[src/rtl/seg_xlate_pkg.sv]
package seg_xlate_pkg;
   localparam int SEL_W    = 16;
   localparam int CODE_SEG = 0;

   typedef logic [SEL_W-1:0] selector_t;
   typedef enum logic [1:0] {F_IDLE, F_LOW, F_HIGH} fetch_state_e;

   function automatic logic [12:0] sel_index(selector_t s);
      return s[15:3];
   endfunction

   function automatic logic sel_local(selector_t s);
      return s[2];
   endfunction

   function automatic logic sel_is_null(selector_t s);
      return (s[15:3] == 13'd0) && !s[2];
   endfunction
endpackage

[src/rtl/seg_desc_fetch.sv]
module seg_desc_fetch
   import seg_xlate_pkg::*;
#(
   parameter int AW      = 32,
   parameter int NUM_SEG = 6,
   localparam int SEG_W  = $clog2(NUM_SEG)
) (
   input  logic             clk,
   input  logic             rst_n,
   input  logic             ld_valid,
   input  logic [SEG_W-1:0] ld_seg,
   input  selector_t        ld_sel,
   input  logic [AW-1:0]    gdt_base,
   input  logic [AW-1:0]    ldt_base,
   output logic             ld_ready,
   output logic             rd_valid,
   output logic [AW-1:0]    rd_addr,
   input  logic             rd_ready,
   input  logic [31:0]      rd_data,
   output logic             sel_we,
   output logic [SEG_W-1:0] wr_seg,
   output logic             base_we,
   output logic [31:0]      base_val,
   output logic             pend_set,
   output logic             pend_clr
);
   fetch_state_e     st_q;
   logic [SEG_W-1:0] tgt_q;
   logic [AW-1:0]    addr_q;
   logic [15:0]      lo_q;
   logic             take, seg_ok, is_null, hs;
   logic [AW-1:0]    desc_addr;
   logic             unused_bits;

   assign unused_bits = ^{rd_data[15:8], ld_sel[1:0]};

   assign ld_ready  = (st_q == F_IDLE);
   assign seg_ok    = {1'b0, ld_seg} < (SEG_W+1)'(NUM_SEG);
   assign take      = ld_valid && ld_ready && seg_ok;
   assign is_null   = sel_is_null(ld_sel);
   assign desc_addr = (sel_local(ld_sel) ? ldt_base : gdt_base)
                    + AW'({sel_index(ld_sel), 3'b000});
   assign rd_valid  = (st_q != F_IDLE);
   assign rd_addr   = addr_q;
   assign hs        = rd_valid && rd_ready;

   assign sel_we   = take;
   assign pend_set = take && !is_null;
   assign pend_clr = (st_q == F_HIGH) && hs;
   assign base_we  = (take && is_null) || pend_clr;
   assign base_val = pend_clr ? {rd_data[31:24], rd_data[7:0], lo_q} : 32'd0;
   assign wr_seg   = ld_ready ? ld_seg : tgt_q;

   always_ff @(posedge clk) begin
      if (!rst_n) begin
         st_q   <= F_IDLE;
         tgt_q  <= '0;
         addr_q <= '0;
         lo_q   <= '0;
      end else begin
         unique case (st_q)
            F_IDLE: if (take && !is_null) begin
               st_q   <= F_LOW;
               tgt_q  <= ld_seg;
               addr_q <= desc_addr;
            end
            F_LOW: if (hs) begin
               lo_q   <= rd_data[31:16];
               addr_q <= addr_q + AW'(4);
               st_q   <= F_HIGH;
            end
            F_HIGH: if (hs) st_q <= F_IDLE;
            default: st_q <= F_IDLE;
         endcase
      end
   end


   rd_hold_chk: assert property (@(posedge clk) disable iff (!rst_n)
      (rd_valid && !rd_ready) |=> (rd_valid && $stable(rd_addr)));


   hi_addr_step_chk: assert property (@(posedge clk) disable iff (!rst_n)
      (st_q == F_LOW && rd_ready) |=> (rd_addr == $past(rd_addr) + AW'(4)));


   ld_release_chk: assert property (@(posedge clk) disable iff (!rst_n)
      (st_q == F_HIGH && rd_ready) |=> ld_ready);
endmodule

[src/rtl/seg_cache_bank.sv]
module seg_cache_bank
   import seg_xlate_pkg::*;
#(
   parameter int NUM_SEG = 6,
   localparam int SEG_W  = $clog2(NUM_SEG)
) (
   input  logic                          clk,
   input  logic                          rst_n,
   input  logic                          sel_we,
   input  logic [SEG_W-1:0]              wr_seg,
   input  selector_t                     sel_in,
   input  logic                          base_we,
   input  logic [31:0]                   base_val,
   input  logic                          pend_set,
   input  logic                          pend_clr,
   output logic [NUM_SEG-1:0][SEL_W-1:0] sel_all,
   output logic [NUM_SEG-1:0][31:0]      base_all,
   output logic [NUM_SEG-1:0]            pend
);
   for (genvar g = 0; g < NUM_SEG; g++) begin : g_seg
      selector_t   sel_q;
      logic [31:0] base_q;
      logic        pend_q;
      logic        hit;

      assign hit = (wr_seg == SEG_W'(g));

      always_ff @(posedge clk) begin
         if (!rst_n) begin
            sel_q  <= '0;
            base_q <= '0;
            pend_q <= 1'b0;
         end else begin
            if (sel_we && hit)  sel_q  <= sel_in;
            if (base_we && hit) base_q <= base_val;
            if (pend_set && hit)      pend_q <= 1'b1;
            else if (pend_clr && hit) pend_q <= 1'b0;
         end
      end

      assign sel_all[g]  = sel_q;
      assign base_all[g] = base_q;
      assign pend[g]     = pend_q;
   end


   one_pending_chk: assert property (@(posedge clk) disable iff (!rst_n)
      $onehot0(pend));
endmodule

[src/rtl/seg_xlate_unit.sv]
module seg_xlate_unit
   import seg_xlate_pkg::*;
#(
   parameter int AW      = 32,
   parameter int NUM_SEG = 6,
   localparam int SEG_W  = $clog2(NUM_SEG)
) (
   input  logic             clk,
   input  logic             rst_n,
   input  logic             ld_valid,
   input  logic [SEG_W-1:0] ld_seg,
   input  logic [15:0]      ld_sel,
   output logic             ld_ready,
   input  logic [AW-1:0]    gdt_base,
   input  logic [AW-1:0]    ldt_base,
   output logic             rd_valid,
   output logic [AW-1:0]    rd_addr,
   input  logic             rd_ready,
   input  logic [31:0]      rd_data,
   input  logic             xl_valid,
   input  logic [SEG_W-1:0] xl_seg,
   input  logic [AW-1:0]    xl_offset,
   output logic             xl_ready,
   output logic             out_valid,
   output logic [AW-1:0]    out_linear,
   output logic             out_null,
   output logic [1:0]       cpl
);
   if (AW != 32) begin : g_bad_aw
      $error("seg_xlate_unit: AW must be 32");
   end
   if (NUM_SEG < 2 || NUM_SEG > 8) begin : g_bad_nseg
      $error("seg_xlate_unit: NUM_SEG out of range");
   end

   logic                          sel_we, base_we, pend_set, pend_clr;
   logic [SEG_W-1:0]              wr_seg;
   logic [31:0]                   base_val;
   logic [NUM_SEG-1:0][SEL_W-1:0] sel_all;
   logic [NUM_SEG-1:0][31:0]      base_all;
   logic [NUM_SEG-1:0]            pend;
   selector_t                     cur_sel;
   logic [31:0]                   cur_base;
   logic                          cur_pend, xl_take;

   seg_desc_fetch #(.AW(AW), .NUM_SEG(NUM_SEG)) fetch_i (
      .clk, .rst_n, .ld_valid, .ld_seg, .ld_sel, .gdt_base, .ldt_base,
      .ld_ready, .rd_valid, .rd_addr, .rd_ready, .rd_data,
      .sel_we, .wr_seg, .base_we, .base_val, .pend_set, .pend_clr
   );

   seg_cache_bank #(.NUM_SEG(NUM_SEG)) bank_i (
      .clk, .rst_n, .sel_we, .wr_seg, .sel_in(ld_sel), .base_we, .base_val,
      .pend_set, .pend_clr, .sel_all, .base_all, .pend
   );

   always_comb begin
      cur_sel  = '0;
      cur_base = '0;
      cur_pend = 1'b0;
      for (int i = 0; i < NUM_SEG; i++) begin
         if (xl_seg == SEG_W'(i)) begin
            cur_sel  = sel_all[i];
            cur_base = base_all[i];
            cur_pend = pend[i];
         end
      end
   end

   assign xl_ready = !cur_pend;
   assign xl_take  = xl_valid && xl_ready;
   assign cpl      = sel_all[CODE_SEG][1:0];

   always_ff @(posedge clk) begin
      if (!rst_n) begin
         out_valid  <= 1'b0;
         out_linear <= '0;
         out_null   <= 1'b0;
      end else begin
         out_valid <= xl_take;
         if (xl_take) begin
            out_linear <= cur_base + xl_offset;
            out_null   <= sel_is_null(cur_sel);
         end
      end
   end


   out_from_req_chk: assert property (@(posedge clk) disable iff (!rst_n)
      out_valid |-> $past(xl_valid && xl_ready));


   stall_no_out_chk: assert property (@(posedge clk) disable iff (!rst_n)
      (xl_valid && !xl_ready) |=> !out_valid);


   cpl_follow_chk: assert property (@(posedge clk) disable iff (!rst_n)
      (ld_valid && ld_ready && ld_seg == SEG_W'(CODE_SEG)) |=> (cpl == $past(ld_sel[1:0])));
endmodule

[config.mk]
export PLATFORM = sky130hd
export DESIGN_NAME = seg_xlate_unit
export DESIGN_NICKNAME = d
export VERILOG_FILES = /design/src/rtl/seg_xlate_pkg.sv /design/src/rtl/seg_desc_fetch.sv /design/src/rtl/seg_cache_bank.sv /design/src/rtl/seg_xlate_unit.sv
export SDC_FILE = /design/constraint.sdc
export NUM_CORES = 1
export LEC_CHECK = 0
export ABC_AREA = 1
export CAP_MARGIN = 0
export CORE_MARGIN = 1.5
export CORE_UTILIZATION = 40
export CTS_CLUSTER_SIZE = 12
export DETAILED_ROUTE_END_ITERATION = 10
export DONT_BUFFER_PORTS = 1
export HOLD_SLACK_MARGIN = 0.02
export PLACE_DENSITY = 0.57
export SLEW_MARGIN = 20
export SYNTH_ARGS = -nofsm -noshare
export SYNTH_HDL_FRONTEND = slang
export SYNTH_HIERARCHICAL = 1
export SYNTH_SLANG_ARGS = --single-unit
[constraint.sdc]
create_clock -name clk -period 4.34 [get_ports clk]
set_input_delay 0.434 -clock clk [delete_from_list [all_inputs] [get_ports clk]]
set_output_delay 0.434 -clock clk [all_outputs]
set_load 0.02 [all_outputs]
==> flow_summary_export.csv, run 1 <==
group,metric,value,unit
synthesis,syn_inst,3337,
min_path,min_path_type,"in2reg",
die,core-area,0.0524,mm2
cts,cts.clk_slew.worst_paths,60,ps
setup_path,reg2reg_to,"bank_i/g_seg[5].sel_q[12]$_SDFFE_PN0P_",
setup_path,ff2ff_setup_slack,920,ps
drt,drt_iter0_drc,1944,
global_route,antenna_found_initial,2,
sta,slew_viol_final,0,
place,io_buffer_count,0,
cts,clockBufferDepth,3,
global_route,grt_usage,27.6,%
setup_path,cp_cell_sequence,"nor2_2, inv_1, nand2_1, nand2_1, nor2_4, nand3_1, nor2_1, nor2_1, dlygate4sd3_1",
sta,slew-limit-headroom,27.4,%
cts,post_cts_buffers,0,
drt,vias,21900,
min_path,hp-start,"ld_sel[4]",
cts,worst_skew_pair.late_latency,590,ps
sta,fmax,293,MHz
cts,ctsHoldBuffers,35,
cts,ctsResizeCount,0,
sta,hold_violations,0,
min_path,whs_path_depth,2,
die,start_util,40.4,%
die,row_count,84,
finish,drive_above_1_share,5.35,%
die,chipHeight,233,um
place,dp_hpwl,49100,um
sta,final.min_clock_period,3420,ps
global_route,grt_pass1_vias,20800,
synthesis,syn_nets,3542,
setup_path,critPathBufInv,2,
cts,cts_root_buffer,"clkbuf_16",
power,leakage,10.1,nW
drt,route.detailed.drc,0,
finish,finalNetCount,3462,
finish,nFillCells,5506,
setup_path,worstSetupPathDepth,9,
finish,seq_area,0.00743,mm2
cts,cts_max_level,2,
finish,multi_input_area,0.0117,mm2
global_route,grt_max_degree,133,
sta,worst_slew_pin_slew,1080,ps
power,peakVddDrop,0.282,mV
cts,cts_tree,"built",
drt,wl_per_cell,19.1,um
setup_path,cp_slowest_cell,"nand3_1",
die,dieArea,0.0544,mm2
place,place_congestion,0.923,
setup_path,r2r_start,"fetch_i/st_q[1]$_SDFFE_PN0P_",
setup_path,worst_setup_path_start_kind,"flip-flop",
sta,setup_ws,921,ps
sta,fin_crit_sh,78.8,%
status,status,"complete, no violations",
drt,postRouteAntennaNets,0,
drt,dr.pass1.iters,6,
power,power_density,375,mW/mm2
sta,setup-tns-final,0,ps
global_route,grt-ovfl-total,0,
synthesis,syn-cell-area,0.0212,mm2
drt,wl,76000,um
die,pin_count,226,
setup_path,arrival,3890,ps
sta,rsz0062_at_grt,"no",
synthesis,avgSynthCellArea,6.35,um2
setup_path,r2r_cells,9,
sta,clock_skew,15.6,ps
setup_path,cp_max_fo,28,
cts,clock-sinks,371,
setup_path,crit_family,"simple AND/OR/NAND/NOR gates",
finish,synthToLayoutAreaGrowth,10.3,%
cts,cts_buffers,42,
setup_path,cp-end-kind,"flip-flop",
place,place_ws,655,ps
min_path,hold_end,"bank_i/g_seg[4].sel_q[4]$_SDFFE_PN0P_",
synthesis,ys_warn_count,6,
setup_path,critPathMaxStageDelay,700,ps
drt,vias_per_cell,5.50,
global_route,grt_pass1_wl,118000,um
die,die_x,233,um
setup_path,critical_path_class,"reg2reg",
sta,setup_viol,0,
run,cap_violations,0,
setup_path,crit_required,4810,ps
## routing by layer
| metal | routed length, um | GRT usage (%) | part of all wire (%) | up-vias |
|---|---|---|---|---|
| met5 | 0 | 0 | 0 | - |
| met4 | 2570 | 10.2 | 3.4 | 0 |
| met3 | 5090 | 4.24 | 6.7 | 115 |
| met2 | 35800 | 46.5 | 47 | 785 |
| met1 | 32600 | 35.5 | 43 | 10300 |
| li1 | - | - | - | 10800 |
## where the power goes
group,internal [mW],switching [mW],total [mW]
Clock,2.13,1.53,3.66
Combinational,0.401,0.981,1.38
Sequential,3.52,0.196,3.72
## layout by cell type, fill, tap and decap left out, types with 17 or more instances in the layout
cell type,count
a21oi_1,295
a22oi_1,31
buf_4,39
clkbuf_16,43
dfxtp_1,371
dlygate4sd3_1,31
ha_1,48
inv_1,299
nand2_1,865
nand3_1,175
nand4_1,220
nor2_1,497
nor3_1,31
o21ai_0,128
o21ai_1,17
xnor2_1,22
## final cells by class
class                           instances  area share, %
Sequential cell                       371           31.8
Tap cell                              688           3.68
Inverter                              314           5.10
Antenna cell                            2         0.0214
Multi-Input combinational cell       2451           50.2
Clock buffer                           66           5.57
Clock inverter                         11          0.482
Timing Repair Buffer                   77           3.21
## worst max path at each step
stage | start | to | slack [ps]
2_1_floorplan | xl_seg[0] | out_linear[18]$_SDFFE_PN0P_ | 1100
3_3_place_gp | xl_seg[0] | out_linear[31]$_SDFFE_PN0P_ | 670
3_5_place_dp | xl_seg[0] | out_linear[31]$_SDFFE_PN0P_ | 650
4_1_cts | fetch_i/st_q[1]$_SDFFE_PN0P_ | bank_i/g_seg[5].sel_q[12]$_SDFFE_PN0P_ | 980
5_1_grt | fetch_i/st_q[1]$_SDFFE_PN0P_ | bank_i/g_seg[5].sel_q[12]$_SDFFE_PN0P_ | 660
6_report | fetch_i/st_q[1]$_SDFFE_PN0P_ | bank_i/g_seg[5].sel_q[12]$_SDFFE_PN0P_ | 920
## sequential cells by signal, summed over array words and instances, names as in the netlist
signal and cells:
bank_i/g_seg.base_q 192, bank_i/g_seg.pend_q 6, bank_i/g_seg.sel_q 86, fetch_i/lo_q 16
fetch_i/rd_addr 32, fetch_i/st_q 2, fetch_i/tgt_q 3, out_linear 32
out_null 1, out_valid 1
## stage by stage
stage                     power (mW)  cell area, um2  util, %  std cells  hold WS [ps]
final                           8.76           23400     44.6       3980          42.6
after global routing            9.12           23400     44.6       3980          38.5
after CTS                       8.80           23400     44.6       3978          26.6
after detailed placement        5.08           21600     41.1       3866           450
after global placement          5.06           21600     41.1       3866           444
after floorplan                 4.72           21200        -       3337           430
(Power assumes the default switching activity.)
==> run 2, diff against run 1 <==
==> constraint.sdc (replaced) <==
create_clock -name clk -period 3.3 [get_ports clk]
set_input_delay 0.33 -clock clk [delete_from_list [all_inputs] [get_ports clk]]
set_output_delay 0.33 -clock clk [all_outputs]
set_load 0.02 [all_outputs]
==> flow_summary_export.csv, run 2 (synthesis results as in run 1) <==
group,metric,value,unit
sta,rsz0062_at_grt,"no",
setup_path,cp_cell_sequence,"nor2_2, inv_1, nand2_1, nand2_2, buf_4, nand3_1, buf_4, nor2_1, nor2_1, dlygate4sd3_1",
sta,setup_viol,0,
global_route,antenna_found_initial,1,
die,chipHeight,233,um
drt,met1Wirelength,32000,um
cts,clockBufferDepth,3,
power,p_comb_share,16.8,%
cts,cts_max_level,2,
global_route,grt_usage,27.0,%
die,start_util,40.4,%
power,power_density,478,mW/mm2
finish,top_register,"bank_i/g_seg.base_q",
place,place_congestion,0.929,
die,dieArea,0.0544,mm2
setup_path,r2r_start,"fetch_i/st_q[1]$_SDFFE_PN0P_",
status,status,"complete, no violations",
setup_path,critPathBufInv,4,
cts,cts_root_buffer,"clkbuf_16",
finish,final_core_util,46.0,%
drt,postRouteAntennaNets,0,
sta,hold_violations,0,
sta,fin_crit_sh,89.1,%
die,row_count,84,
sta,final.min_clock_period,2940,ps
sta,worst_slew_pin_slew,1040,ps
sta,slew_viol_final,0,
global_route,grt_pass1_vias,20900,
power,p_sw,3.55,mW
setup_path,worst_setup_path_start_kind,"flip-flop",
finish,top_regs,"bank_i/g_seg.base_q (192), bank_i/g_seg.sel_q (86)",
drt,dr.pass1.iters,5,
cts,clock-sinks,371,
die,die_x,233,um
finish,largest_reg_flops,192,
power,p_sw_share,30.8,%
drt,route.detailed.drc,0,
power,leakage,10.6,nW
drt,highest_layer,"met5",
power,p_int,7.98,mW
setup_path,cp_slowest_cell,"dlygate4sd3_1",
run,cap_violations,0,
global_route,grt_max_degree,191,
drt,drt_iter0_drc,1724,
die,pin_count,226,
finish,layout_commonest_cell,"nand2_1",
finish,drive_above_1_share,7.22,%
setup_path,cp_max_fo,40,
place,io_buffer_count,0,
finish,finalNetCount,3553,
drt,vias,22000,
setup_path,cp-end-kind,"flip-flop",
drt,dr_wl_met3,4050,um
power,seqPwrFrac,42.3,%
setup_path,arrival,3400,ps
global_route,grt_pass1_wl,116000,um
finish,synthToLayoutAreaGrowth,13.9,%
setup_path,crit_required,3760,ps
sta,setup-tns-final,0,ps
sta,clock_skew,28.0,ps
finish,diodes,0,
power,power_frac_clock,40.8,%
cts,cts_buffers,43,
setup_path,crit_start,"fetch_i/st_q[1]$_SDFFE_PN0P_",
die,core-area,0.0524,mm2
finish,final_cell_mix,"865 x nand2_1, 497 x nor2_1, 371 x dfxtp_1",
min_path,min_path_type,"in2reg",
cts,worst_skew_pair.late_latency,570,ps
power,peakVddDrop,0.341,mV
sta,slew-limit-headroom,30.5,%
setup_path,critical_path_class,"reg2reg",
setup_path,critPathMaxStageDelay,550,ps
sta,fmax,340,MHz
drt,wl,74400,um
min_path,hp-start,"ld_sel[6]",
drt,vias_per_cell,5.42,
setup_path,crit_family,"buffers and inverters",
drt,wl_per_cell,18.3,um
drt,met2WireLength,35900,um
cts,cts_tree,"built",
place,dp_hpwl,50700,um
cts,cts.clk_slew.worst_paths,60,ps
global_route,grt-ovfl-total,0,
[run 2: cell types whose count changed in the layout (fill, tap and decap cells not counted)]
cell / delta
buf_12: +7
buf_4: +66
clkbuf_1: +5
clkbuf_8: -4
clkinv_4: -2
diode_2: -2
dlygate4sd3_1: +17
inv_4: +1
[run 2: path summary, 6_finish.rpt]
path	to	slack, ps	depth (start not counted)
setup / recovery	bank_i/g_seg[5].sel_q[3]$_SDFFE_PN0P_	360	10
hold / removal	bank_i/g_seg[1].sel_q[6]$_SDFFE_PN0P_	50	4
setup reg to reg	bank_i/g_seg[5].sel_q[3]$_SDFFE_PN0P_	360	10
hold reg to reg	bank_i/g_seg[3].base_q[19]$_SDFFE_PN0P_	460	2
[run 2: final cells by class]
cell class                 instances  area (um2)
clock inverter                    10         104
tap                              688         861
fill                            5441       28300
clock buffer                      67        1270
inverter                         314        1190
sequential                       371        7430
timing repair buffer             167        1560
multi-input combinational       2451       11700
[run 2: worst reg2reg max path, cell delays in order (launching register included)]
cell	delay (ps)
dfxtp_1	420
nor2_2	100
inv_1	220
nand2_1	110
nand2_2	290
buf_4	530
nand3_1	170
buf_4	250
nor2_1	130
nor2_1	60
dlygate4sd3_1	550
[run 2: timing repair]
item / in CTS / in global routing
setup buffers: 0 / 0
endpoints found under the setup margin: 0 / 0
hold buffers: 49 / 0
resized for setup: 0 / 0
endpoints found under the hold margin: 247 / 0
[run 2: through the flow]
| stage | hold WS (ps) | power (mW) | instances | area (um2) | setup slack, ps |
|---|---|---|---|---|---|
| final | 45.6 | 11.5 | 4068 | 24100 | 359 |
| after global routing | 55.2 | 12.0 | 4068 | 24100 | 161 |
| after CTS | 20.3 | 11.6 | 4068 | 24100 | 369 |
| after detailed placement | 449 | 6.79 | 3942 | 22200 | 108 |
| after global placement | 444 | 6.77 | 3942 | 22200 | 124 |
| after floorplan | 430 | 6.20 | 3337 | 21200 | 163 |
[run 2: power by group through the flow]
stage	logic, mW	clock network, mW	registers, mW
floorplan	1.28	0	4.93
global placement	1.79	0	4.97
detailed placement	1.81	0	4.98
CTS	1.93	4.80	4.88
global route	2.15	4.97	4.89
finish	1.94	4.71	4.88
[run 2: routing by layer]
layer	track usage, %	up-vias
met3	3.32	142
li1	-	10900
met4	9.27	2
met5	0	-
met1	34.2	10300
met2	46.9	693
